### src/rtl/acc_alu_pkg.sv
package acc_alu_pkg;

   localparam int OP_W   = 5;
   localparam int FLAG_W = 4;
   localparam int FL_N   = 3;
   localparam int FL_Z   = 2;
   localparam int FL_V   = 1;
   localparam int FL_C   = 0;

   typedef enum logic [OP_W-1:0] {
      OP_NOP    = 5'd0,
      OP_ADDC_OP, OP_ADDC_T, OP_ADDCW,
      OP_SUBC_OP, OP_SUBC_T, OP_SUBCW,
      OP_CMP_OP,  OP_CMP_T,  OP_CMPW,
      OP_INC_R,   OP_DEC_R,  OP_INCW_A, OP_DECW_A,
      OP_AND_OP,  OP_OR_OP,  OP_XOR_OP, OP_AND_T, OP_XOR_T,
      OP_ANDW,    OP_ORW,    OP_XORW,
      OP_RORC,    OP_ROLC,
      OP_DAA,     OP_DAS
   } op_e;

   typedef enum logic [1:0] {
      LG_AND = 2'd0,
      LG_OR  = 2'd1,
      LG_XOR = 2'd2
   } lg_e;

   typedef enum logic [3:0] {
      K_NONE, K_BADD, K_BCMP, K_BINC,
      K_WADD, K_WCMP, K_WINC,
      K_BLOG, K_WLOG, K_ROTR, K_ROTL, K_DEC
   } kind_e;

endpackage

### src/rtl/acc_alu_addsub.sv
module acc_alu_addsub #(
   parameter int W = 8
) (
   input  logic [W-1:0] x_i,
   input  logic [W-1:0] y_i,
   input  logic         cin_i,
   input  logic         sub_i,
   output logic [W-1:0] sum_o,
   output logic         cy_o,
   output logic         ov_o,
   output logic         hc_o
);
   localparam int NIB = 4;

   logic [W-1:0] y_eff;
   logic         c_eff;
   logic [W:0]   full;
   logic [NIB:0] nib;

   generate
      if (W < NIB) begin : g_bad_w
         $error("acc_alu_addsub: W must be at least 4");
      end
   endgenerate

   // subtraction as x + ~y + ~borrow_in; carry out inverted gives borrow
   always_comb begin
      y_eff = sub_i ? ~y_i : y_i;
      c_eff = sub_i ? ~cin_i : cin_i;
      full  = {1'b0, x_i} + {1'b0, y_eff} + {{W{1'b0}}, c_eff};
      nib   = {1'b0, x_i[NIB-1:0]} + {1'b0, y_eff[NIB-1:0]} + {{NIB{1'b0}}, c_eff};
      sum_o = full[W-1:0];
      cy_o  = full[W] ^ sub_i;
      hc_o  = nib[NIB] ^ sub_i;
      ov_o  = (x_i[W-1] == y_eff[W-1]) && (sum_o[W-1] != x_i[W-1]);
   end
endmodule

### src/rtl/acc_alu_logic.sv
module acc_alu_logic
   import acc_alu_pkg::*;
#(
   parameter int W = 16
) (
   input  lg_e          fn_i,
   input  logic [W-1:0] x_i,
   input  logic [W-1:0] y_i,
   output logic [W-1:0] r_o
);
   always_comb begin
      unique case (fn_i)
         LG_AND:  r_o = x_i & y_i;
         LG_OR:   r_o = x_i | y_i;
         default: r_o = x_i ^ y_i;
      endcase
   end
endmodule

### src/rtl/acc_alu_decadj.sv
module acc_alu_decadj #(
   parameter int W = 8
) (
   input  logic [W-1:0] val_i,
   input  logic         cy_i,
   input  logic         hc_i,
   input  logic         sub_i,
   output logic [W-1:0] res_o,
   output logic         cy_o,
   output logic         ov_o
);
   localparam int          NIB   = 4;
   localparam logic [W-1:0] SIX  = W'(6);
   localparam logic [W-1:0] HI_LIM = W'('h99);
   localparam logic [NIB-1:0] DIG_MAX = NIB'(9);

   logic         fix_lo;
   logic         fix_hi;
   logic [W-1:0] corr;

   generate
      if (W != 2 * NIB) begin : g_bad_w
         $error("acc_alu_decadj: only two BCD digits are supported");
      end
   endgenerate

   always_comb begin
      fix_lo = hc_i | (val_i[NIB-1:0] > DIG_MAX);
      fix_hi = cy_i | (val_i > HI_LIM);
      corr   = (fix_lo ? SIX : '0) | (fix_hi ? (SIX << NIB) : '0);
      res_o  = sub_i ? (val_i - corr) : (val_i + corr);
      cy_o   = fix_hi;
      // correction is always a positive value below half range
      ov_o   = sub_i ? (val_i[W-1] & ~res_o[W-1]) : (~val_i[W-1] & res_o[W-1]);
   end
endmodule

### src/rtl/acc_alu.sv
module acc_alu
   import acc_alu_pkg::*;
#(
   parameter int BYTE_W     = 8,
   parameter bit DECIMAL_EN = 1'b1
) (
   input  logic [OP_W-1:0]     op_i,
   input  logic [2*BYTE_W-1:0] acc_i,
   input  logic [2*BYTE_W-1:0] tmp_i,
   input  logic [BYTE_W-1:0]   opnd_i,
   input  logic [FLAG_W-1:0]   flags_i,
   input  logic                hc_i,
   output logic [2*BYTE_W-1:0] res_o,
   output logic                wr_lo_o,
   output logic                wr_hi_o,
   output logic                wr_reg_o,
   output logic [FLAG_W-1:0]   flags_o,
   output logic                hc_o
);
   localparam int WORD_W = 2 * BYTE_W;
   localparam int BMSB   = BYTE_W - 1;
   localparam int WMSB   = WORD_W - 1;

   generate
      if (BYTE_W < 4 || (BYTE_W % 4) != 0) begin : g_bad_byte
         $error("acc_alu: BYTE_W must be a nonzero multiple of 4");
      end
      if (DECIMAL_EN && BYTE_W != 8) begin : g_bad_dec
         $error("acc_alu: decimal adjust needs BYTE_W of 8");
      end
   endgenerate

   op_e   op;
   kind_e kind;

   logic [BYTE_W-1:0] acc_lo, acc_hi, tmp_lo;
   logic              c_in, v_in;

   logic [BYTE_W-1:0] b_x, b_y, b_sum;
   logic              b_cin, b_sub, b_cy, b_ov, b_hc;
   logic [WORD_W-1:0] w_x, w_y, w_sum;
   logic              w_cin, w_sub, w_cy, w_ov, w_hc;
   lg_e               l_fn;
   logic [WORD_W-1:0] l_x, l_y, l_r;
   logic [BYTE_W-1:0] rot_r, rot_l;
   logic [BYTE_W-1:0] d_r;
   logic              d_sub, d_c, d_v;

   assign op     = op_e'(op_i);
   assign acc_lo = acc_i[BMSB:0];
   assign acc_hi = acc_i[WMSB:BYTE_W];
   assign tmp_lo = tmp_i[BMSB:0];
   assign c_in   = flags_i[FL_C];
   assign v_in   = flags_i[FL_V];
   assign rot_r  = {c_in, acc_lo[BMSB:1]};
   assign rot_l  = {acc_lo[BMSB-1:0], c_in};

   // ---------------- operand steering ----------------
   always_comb begin
      b_x   = acc_lo;  b_y   = opnd_i; b_cin = c_in; b_sub = 1'b0;
      w_x   = acc_i;   w_y   = tmp_i;  w_cin = c_in; w_sub = 1'b0;
      l_fn  = LG_AND;
      l_x   = {{BYTE_W{1'b0}}, acc_lo};
      l_y   = {{BYTE_W{1'b0}}, opnd_i};
      d_sub = 1'b0;
      kind  = K_NONE;
      unique case (op)
         OP_ADDC_OP: kind = K_BADD;
         OP_ADDC_T:  begin b_y = tmp_lo; kind = K_BADD; end
         OP_ADDCW:   kind = K_WADD;
         OP_SUBC_OP: begin b_sub = 1'b1; kind = K_BADD; end
         OP_SUBC_T:  begin b_x = tmp_lo; b_y = acc_lo; b_sub = 1'b1; kind = K_BADD; end
         OP_SUBCW:   begin w_x = tmp_i; w_y = acc_i; w_sub = 1'b1; kind = K_WADD; end
         OP_CMP_OP:  begin b_sub = 1'b1; b_cin = 1'b0; kind = K_BCMP; end
         OP_CMP_T:   begin
            b_x = tmp_lo; b_y = acc_lo; b_sub = 1'b1; b_cin = 1'b0; kind = K_BCMP;
         end
         OP_CMPW:    begin
            w_x = tmp_i; w_y = acc_i; w_sub = 1'b1; w_cin = 1'b0; kind = K_WCMP;
         end
         OP_INC_R:   begin b_x = opnd_i; b_y = '0; b_cin = 1'b1; kind = K_BINC; end
         OP_DEC_R:   begin
            b_x = opnd_i; b_y = '0; b_cin = 1'b1; b_sub = 1'b1; kind = K_BINC;
         end
         OP_INCW_A:  begin w_y = '0; w_cin = 1'b1; kind = K_WINC; end
         OP_DECW_A:  begin w_y = '0; w_cin = 1'b1; w_sub = 1'b1; kind = K_WINC; end
         OP_AND_OP:  begin l_fn = LG_AND; kind = K_BLOG; end
         OP_OR_OP:   begin l_fn = LG_OR;  kind = K_BLOG; end
         OP_XOR_OP:  begin l_fn = LG_XOR; kind = K_BLOG; end
         OP_AND_T:   begin l_fn = LG_AND; l_y = {{BYTE_W{1'b0}}, tmp_lo}; kind = K_BLOG; end
         OP_XOR_T:   begin l_fn = LG_XOR; l_y = {{BYTE_W{1'b0}}, tmp_lo}; kind = K_BLOG; end
         OP_ANDW:    begin l_fn = LG_AND; l_x = acc_i; l_y = tmp_i; kind = K_WLOG; end
         OP_ORW:     begin l_fn = LG_OR;  l_x = acc_i; l_y = tmp_i; kind = K_WLOG; end
         OP_XORW:    begin l_fn = LG_XOR; l_x = acc_i; l_y = tmp_i; kind = K_WLOG; end
         OP_RORC:    kind = K_ROTR;
         OP_ROLC:    kind = K_ROTL;
         OP_DAA:     kind = DECIMAL_EN ? K_DEC : K_NONE;
         OP_DAS:     begin d_sub = 1'b1; kind = DECIMAL_EN ? K_DEC : K_NONE; end
         default:    kind = K_NONE;
      endcase
   end

   // ---------------- shared datapath ----------------
   acc_alu_addsub #(.W(BYTE_W)) u_badd (
      .x_i(b_x), .y_i(b_y), .cin_i(b_cin), .sub_i(b_sub),
      .sum_o(b_sum), .cy_o(b_cy), .ov_o(b_ov), .hc_o(b_hc)
   );

   acc_alu_addsub #(.W(WORD_W)) u_wadd (
      .x_i(w_x), .y_i(w_y), .cin_i(w_cin), .sub_i(w_sub),
      .sum_o(w_sum), .cy_o(w_cy), .ov_o(w_ov), .hc_o(w_hc)
   );

   acc_alu_logic #(.W(WORD_W)) u_logic (
      .fn_i(l_fn), .x_i(l_x), .y_i(l_y), .r_o(l_r)
   );

   generate
      if (DECIMAL_EN) begin : g_dec
         acc_alu_decadj #(.W(BYTE_W)) u_dec (
            .val_i(acc_lo), .cy_i(c_in), .hc_i(hc_i), .sub_i(d_sub),
            .res_o(d_r), .cy_o(d_c), .ov_o(d_v)
         );
      end else begin : g_nodec
         assign d_r = '0;
         assign d_c = 1'b0;
         assign d_v = 1'b0;
      end
   endgenerate

   // ---------------- result, enables and flags ----------------
   always_comb begin
      res_o    = acc_i;
      wr_lo_o  = 1'b0;
      wr_hi_o  = 1'b0;
      wr_reg_o = 1'b0;
      flags_o  = flags_i;
      hc_o     = hc_i;
      unique case (kind)
         K_BADD: begin
            res_o   = {acc_hi, b_sum};
            wr_lo_o = 1'b1;
            flags_o = {b_sum[BMSB], b_sum == '0, b_ov, b_cy};
            hc_o    = b_hc;
         end
         K_BCMP: begin
            flags_o = {b_sum[BMSB], b_sum == '0, b_ov, b_cy};
            hc_o    = b_hc;
         end
         K_BINC: begin
            res_o    = {{BYTE_W{1'b0}}, b_sum};
            wr_reg_o = 1'b1;
            flags_o  = {b_sum[BMSB], b_sum == '0, b_ov, c_in};
            hc_o     = b_hc;
         end
         K_WADD: begin
            res_o   = w_sum;
            wr_lo_o = 1'b1;
            wr_hi_o = 1'b1;
            flags_o = {w_sum[WMSB], w_sum == '0, w_ov, w_cy};
            hc_o    = w_hc;
         end
         K_WCMP: begin
            flags_o = {w_sum[WMSB], w_sum == '0, w_ov, w_cy};
            hc_o    = w_hc;
         end
         K_WINC: begin
            res_o   = w_sum;
            wr_lo_o = 1'b1;
            wr_hi_o = 1'b1;
            flags_o = {w_sum[WMSB], w_sum == '0, v_in, c_in};
            hc_o    = w_hc;
         end
         K_BLOG: begin
            res_o   = {acc_hi, l_r[BMSB:0]};
            wr_lo_o = 1'b1;
            flags_o = {l_r[BMSB], l_r[BMSB:0] == '0, 1'b0, c_in};
         end
         K_WLOG: begin
            res_o   = l_r;
            wr_lo_o = 1'b1;
            wr_hi_o = 1'b1;
            flags_o = {l_r[WMSB], l_r == '0, 1'b0, c_in};
         end
         K_ROTR: begin
            res_o   = {acc_hi, rot_r};
            wr_lo_o = 1'b1;
            flags_o = {rot_r[BMSB], rot_r == '0, v_in, acc_lo[0]};
         end
         K_ROTL: begin
            res_o   = {acc_hi, rot_l};
            wr_lo_o = 1'b1;
            flags_o = {rot_l[BMSB], rot_l == '0, v_in, acc_lo[BMSB]};
         end
         K_DEC: begin
            res_o   = {acc_hi, d_r};
            wr_lo_o = 1'b1;
            flags_o = {d_r[BMSB], d_r == '0, d_v, d_c};
         end
         default: ;
      endcase
   end
endmodule

### config.mk
export PLATFORM = sky130hd
export DESIGN_NAME = acc_alu
export DESIGN_NICKNAME = d
export VERILOG_FILES = /design/src/rtl/acc_alu_pkg.sv /design/src/rtl/acc_alu_addsub.sv /design/src/rtl/acc_alu_logic.sv /design/src/rtl/acc_alu_decadj.sv /design/src/rtl/acc_alu.sv
export SDC_FILE = /design/constraint.sdc
export NUM_CORES = 1
export LEC_CHECK = 0
export ABC_AREA = 0
export BUFFER_PORTS_ARGS = -buffer_cell sky130_fd_sc_hd__clkbuf_2
export CAP_MARGIN = 10
export CORE_MARGIN = 5
export CORE_UTILIZATION = 50
export DETAILED_ROUTE_END_ITERATION = 8
export GPL_TIMING_DRIVEN = 0
export PLACE_DENSITY = 0.8
export SLEW_MARGIN = 20
export SYNTH_ARGS = -nofsm -noshare
export SYNTH_HDL_FRONTEND = slang
export SYNTH_HIERARCHICAL = 1
export SYNTH_SLANG_ARGS = --single-unit
### constraint.sdc
create_clock -name vclk -period 4.2
set_input_delay 0.21 -clock vclk [all_inputs]
set_output_delay 0.21 -clock vclk [all_outputs]
set_load 0.02 [all_outputs]
==> impl_metrics.yaml, run 1 <==
outcome:
  status: "finished with violations"
  violations: "negative setup slack"
synthesis:
  ys_warn_count: 6
  ys_seq_area_frac: 0
  synth_cell_types: 73
  synth_fp_nets: 829
  syn_inst: 711
  synth_area_sq_mm: 0.00515
  syn_avg_cell_area_sq_um: 7.24
finish:
  design.seq.count: 0
  ff_latch_area_sq_um: 0
  nFillCells: 835
  clock_buffer_count: 0
  nNetsFinal: 948
  final_util: 0.659
  drive_above_1_share: 0.331
  diodes: 0
  area_growth_pct: 30.3
die:
  fp.dieH_um: 112
  row_count: 37
  initial_core_util: 0.506
  ios: 74
  core_region_area_sq_mm: 0.0102
  dieArea_sq_mm: 0.0124
  die_width_um: 112
timing:
  fin_crit_ns: 4.35
  tightest_slew_ns: 0.882
  period_share: 1.04
  relSlewSlack: 0.411
  fin_ws_ns: -0.151
  hold_viol: 0
  rsz0062_at_grt: "true"
  drv_slew: 0
  finalSetupViolations: 3
  max_freq_mhz: 230
detailed_routing:
  via_count: 6449
  vias_per_cell: 6.69
  drt_iter0_drc: 901
  ant_nets: 0
  dr.pass1.iters: 9
  drc: 0
  wire_per_inst_um: 20.5
  wl_mm: 19.7
run:
  maxCapViolations: 0
global_routing:
  met3_usage: 0.0261
  grt-ovfl-total: 0
  first_global_vias: 5844
  grt_use_total: 0.277
  grt_max_degree: 13
  grt_busiest_layer: "met2"
  grtUsageMet1: 0.377
  grt_pass1_wl_mm: 29.4
  antenna_found_initial: 0
  grtUsageMet2: 0.459
placement:
  place_ws_ns: -1.19
  dpl.hpwl_mm: 13.8
  gp_congestion: 1.00
  portBuffers: 73
cts:
  cts_hold_buf: 0
setup_path:
  cp-startpoint: "op_i[2]"
  critical_path.top_delay_family: "compound AO/OA/AOI/OAI gates"
  end_kind: "primary output"
  worstPathMaxFanout: 8
  critPathArrivalTime_ns: 4.14
  crit_slowest_cell: "a311oi_4"
  path_cells: "clkbuf_16, buf_8, nor2b_4, nand3_4, a21oi_4, buf_6, buf_4, mux2_2, ha_2, a21o_1, a31oi_1, o21ai_2, a311oi_4, xnor2_2, nor4_2, and4_1, nand2_1, nand4_1, o32a_1, clkbuf_8"
  required_ns: 3.99
  crit_buf_inv: 5
  start_kind: "input port"
  max_stage_delay_ns: 0.39
  critical_path_class: "in2out"
power_and_ir_drop:
  power_density_mw_per_mm2: 187
  p_leak_nw: 3.15
  finalPower_mw: 1.25
  vdd_ir_drop_max_mv: 0.148
worst_hold_path:
  whs_endpoint: "hc_o"
  hp-class: "in2out"
  holdPathStages: 4
  worstHoldStart: "hc_i"
==> cell type report <==
cell class / instances / area (sq um) / share of cell area
Buffer: 42 / 327 / 0.0487
Timing Repair Buffer: 120 / 815 / 0.121
Multi-Input combinational cell: 612 / 5190 / 0.773
Tap cell: 136 / 170 / 0.0254
Inverter: 54 / 213 / 0.0317
==> layout by cell type (no fill, tap or decap), drive strengths merged, types with 8 or more instances in the layout <==
master,count
nor2,47
clkbuf,84
a21oi,30
mux2,29
o21a,8
xor2,37
xnor2,18
buf,78
o21ai,31
nand3,19
o31ai,15
ha,64
a22o,40
a21o,27
nand2b,13
nor2b,13
inv,53
and2,34
nor4,15
nand2,51
a222oi,10
a22oi,18
a221oi,9
nor3,10
==> layer usage <==
metal,wire [um],vias up,part of all wire
li1,-,2856,-
met1,7870,2982,0.40
met2,8880,502,0.45
met3,2020,109,0.10
met4,964,0,0.049
met5,0,-,0
==> cells in the mapped netlist, drive strengths merged (4+ instances only) <==
master | n | area, sq um
a221oi | 9 | 78.8
fa | 4 | 80.1
o21a | 8 | 60.1
a22oi | 18 | 135
ha | 64 | 801
and3 | 5 | 31.3
nand2b | 13 | 81.3
nor2 | 47 | 179
o31ai | 15 | 188
a21oi | 30 | 161
xnor2 | 18 | 165
mux2 | 29 | 327
a211oi | 7 | 62.6
o211ai | 4 | 35.0
o21bai | 4 | 30.0
nand2 | 51 | 191
nand3 | 19 | 95.1
nor4 | 15 | 93.8
inv | 53 | 199
a222oi | 10 | 100
a22o | 40 | 368
a21o | 27 | 203
nor3 | 10 | 76.3
o21ai | 31 | 159
a31oi | 7 | 43.8
xor2 | 37 | 324
or2 | 5 | 33.8
nor2b | 13 | 81.3
and2 | 34 | 213
clkbuf | 20 | 75.1
buf | 25 | 141
==> what timing repair did <==
item / CTS / global route
pin swaps: 37 / 32
buffers inserted: 31 / 16
setup endpoints to repair: 18 / 10
gates resized for setup: 90 / 55
cloned: 1 / 1
==> metrics by stage <==
stage / cell area, sq um / hold WS, ns / std cells / TNS (ns)
final: 6710 / 0.816 / 964 / -0.278
after floorplan: 5160 / 0.601 / 711 / 0
after global placement: 5700 / 0.812 / 920 / -6.79
after CTS: 6300 / 0.820 / 949 / -0.133
after detailed placement: 5700 / 0.818 / 920 / -8.77
after global routing: 6710 / 0.820 / 964 / -0.657
==> report_power, final <==
| group | switching (mW) | internal (mW) | total (mW) |
|---|---|---|---|
| registers | 0 | 0 | 0 |
| logic | 0.720 | 0.533 | 1.25 |
| clock network | 0 | 0 | 0 |
| total | 0.720 | 0.533 | 1.25 |
==> cell families (layout without fill, tap and decap cells) <==
| kind of cell | Yosys count | after routing | synth area share |
|---|---|---|---|
| AO/OA/AOI/OAI | 233 | 233 | 0.359 |
| AND/OR/NAND/NOR | 227 | 227 | 0.230 |
| buffers and inverters | 99 | 216 | 0.0814 |
| adder cells (fa/ha/maj) | 68 | 68 | 0.171 |
| XOR/XNOR | 55 | 55 | 0.0950 |
| multiplexers | 29 | 29 | 0.0634 |
==> worst max-delay path by stage <==
stage / endpoint / slack [ns] / depth (start not counted)
after global routing: flags_o[2] / -0.25 / 20
after detailed placement: flags_o[2] / -1.19 / 21
after global placement: flags_o[2] / -1.07 / 21
after floorplan: flags_o[2] / 0.05 / 21
final: flags_o[2] / -0.15 / 20
after CTS: flags_o[2] / -0.11 / 19
No activity file was read; power rests on OpenSTA's default activity.
==> run 2, diff against run 1 <==
--- a/config.mk
+++ b/config.mk
@@ -13,6 +13,7 @@
 export DETAILED_ROUTE_END_ITERATION = 8
 export GPL_TIMING_DRIVEN = 0
 export PLACE_DENSITY = 0.8
+export REMOVE_ABC_BUFFERS = 1
 export SLEW_MARGIN = 20
 export SYNTH_ARGS = -nofsm -noshare
 export SYNTH_HDL_FRONTEND = slang
==> impl_metrics.yaml, run 2 (same netlist as run 1, synthesis figures left out) <==
outcome:
  status: "finished with violations"
  violations: "negative setup slack"
placement:
  portBuffers: 74
  place_ws_ns: -1.47
  dp_cells: 883
  dpl.hpwl_mm: 12.0
  gp_congestion: 0.993
global_routing:
  first_global_vias: 5762
  grt_max_degree: 41
  grt_use_total: 0.267
  antenna_found_initial: 0
  grt_pass1_wl_mm: 28.4
  grt-ovfl-total: 0
detailed_routing:
  wire_per_inst_um: 20.3
  via_count: 6216
  ant_nets: 0
  vias_per_cell: 6.68
  drt_iter0_drc: 877
  wl_mm: 18.9
  dr.pass1.iters: 7
  drc: 0
timing:
  finalSetupViolations: 2
  tns_ns: -0.310
  drv_slew: 0
  max_freq_mhz: 228
  period_share: 1.05
  holdWs_ns: 0.801
  fin_crit_ns: 4.39
  tightest_slew_ns: 0.988
  hold_viol: 0
  fin_ws_ns: -0.191
  relSlewSlack: 0.342
  rsz0062_at_grt: "true"
die:
  fp.dieH_um: 112
  dieArea_sq_mm: 0.0124
  ios: 74
  core_region_area_sq_mm: 0.0102
  initial_core_util: 0.506
  die_width_um: 112
  row_count: 37
finish:
  design.seq.count: 0
  final_common_cell: "clkbuf_2"
  ff_latch_area_sq_um: 0
  nNetsFinal: 914
  drive_above_1_share: 0.314
  mostFrequentLayoutCells: "clkbuf_2, ha_1, inv_1"
  diodes: 0
  clock_buffer_count: 0
  final_cells: 930
  area_growth_pct: 25.7
  final_util: 0.636
setup_path:
  worstPathMaxFanout: 22
  critPathArrivalTime_ns: 4.18
  start_kind: "input port"
  critical_path_class: "in2out"
  end_kind: "primary output"
  required_ns: 3.99
worst_hold_path:
  hp-class: "in2out"
  worstHoldStart: "op_i[2]"
  holdPathStages: 3
  whs_endpoint: "wr_reg_o"
power_and_ir_drop:
  power_density_mw_per_mm2: 184
  p_leak_nw: 3.01
  vdd_ir_drop_max_mv: 0.121
run:
  maxCapViolations: 0
run 2: area by class of cell:
| type | instances | area (sq um) |
|---|---|---|
| well taps | 136 | 170 |
| multi-input cells | 613 | 5130 |
| inverters | 54 | 215 |
| fillers | 891 | 3710 |
| repair buffers | 127 | 960 |
run 2: power breakdown:
group / switching, mW / internal (mW)
sequential: 0 / 0
combinational: 0.688 / 0.505
clock: 0 / 0
run 2: what timing repair did:
action / in CTS / in global routing
resized for setup: 57 / 43
setup buffers: 32 / 12
cloned: 3 / 0
hold buffers: 0 / 0
pin swaps: 17 / 25
setup endpoints to repair: 20 / 3
endpoints found under the hold margin: 0 / 0
run 2: critical path, stage by stage:
cell	delay (ns)
clkbuf_16	0.12
buf_4	0.14
nand3_1	0.21
a21oi_4	0.29
buf_16	0.23
xor2_2	0.22
fa_2	0.26
inv_2	0.05
fa_2	0.39
nor2b_4	0.17
o21bai_4	0.09
a21oi_4	0.23
a21oi_1	0.12
a21oi_1	0.19
xor2_1	0.24
nor4_2	0.08
and4_1	0.21
nand2_2	0.10
nand4_1	0.09
o32a_1	0.37
clkbuf_8	0.16
run 2: worst max-delay path by stage:
stage | cells past startpoint | slack, ns | start | to
2_1_floorplan | 13 | -1.62 | op_i[3] | flags_o[2]
5_1_grt | 21 | -0.32 | op_i[1] | flags_o[2]
6_report | 21 | -0.19 | op_i[3] | flags_o[2]
4_1_cts | 22 | 0.007 | op_i[2] | flags_o[2]
3_3_place_gp | 15 | -3.76 | op_i[1] | flags_o[2]
3_5_place_dp | 22 | -1.47 | op_i[2] | flags_o[2]
run 2: layer usage:
metal | wire length [um] | track usage | share of wire | vias to the layer above
met2 | 8800 | 0.459 | 0.47 | 450
met5 | 0 | 0 | 0 | -
li1 | - | - | - | 2792
met4 | 1060 | 0.0933 | 0.056 | 0
met1 | 7010 | 0.339 | 0.37 | 2849
met3 | 2040 | 0.0408 | 0.11 | 125
run 2: metrics by stage:
stage,power [mW],instance area (sq um)
2_1_floorplan,0.679,4930
3_3_place_gp,0.929,5480
3_5_place_dp,0.953,5620
4_1_cts,1.04,6190
5_1_grt,1.27,6480
6_report,1.19,6480
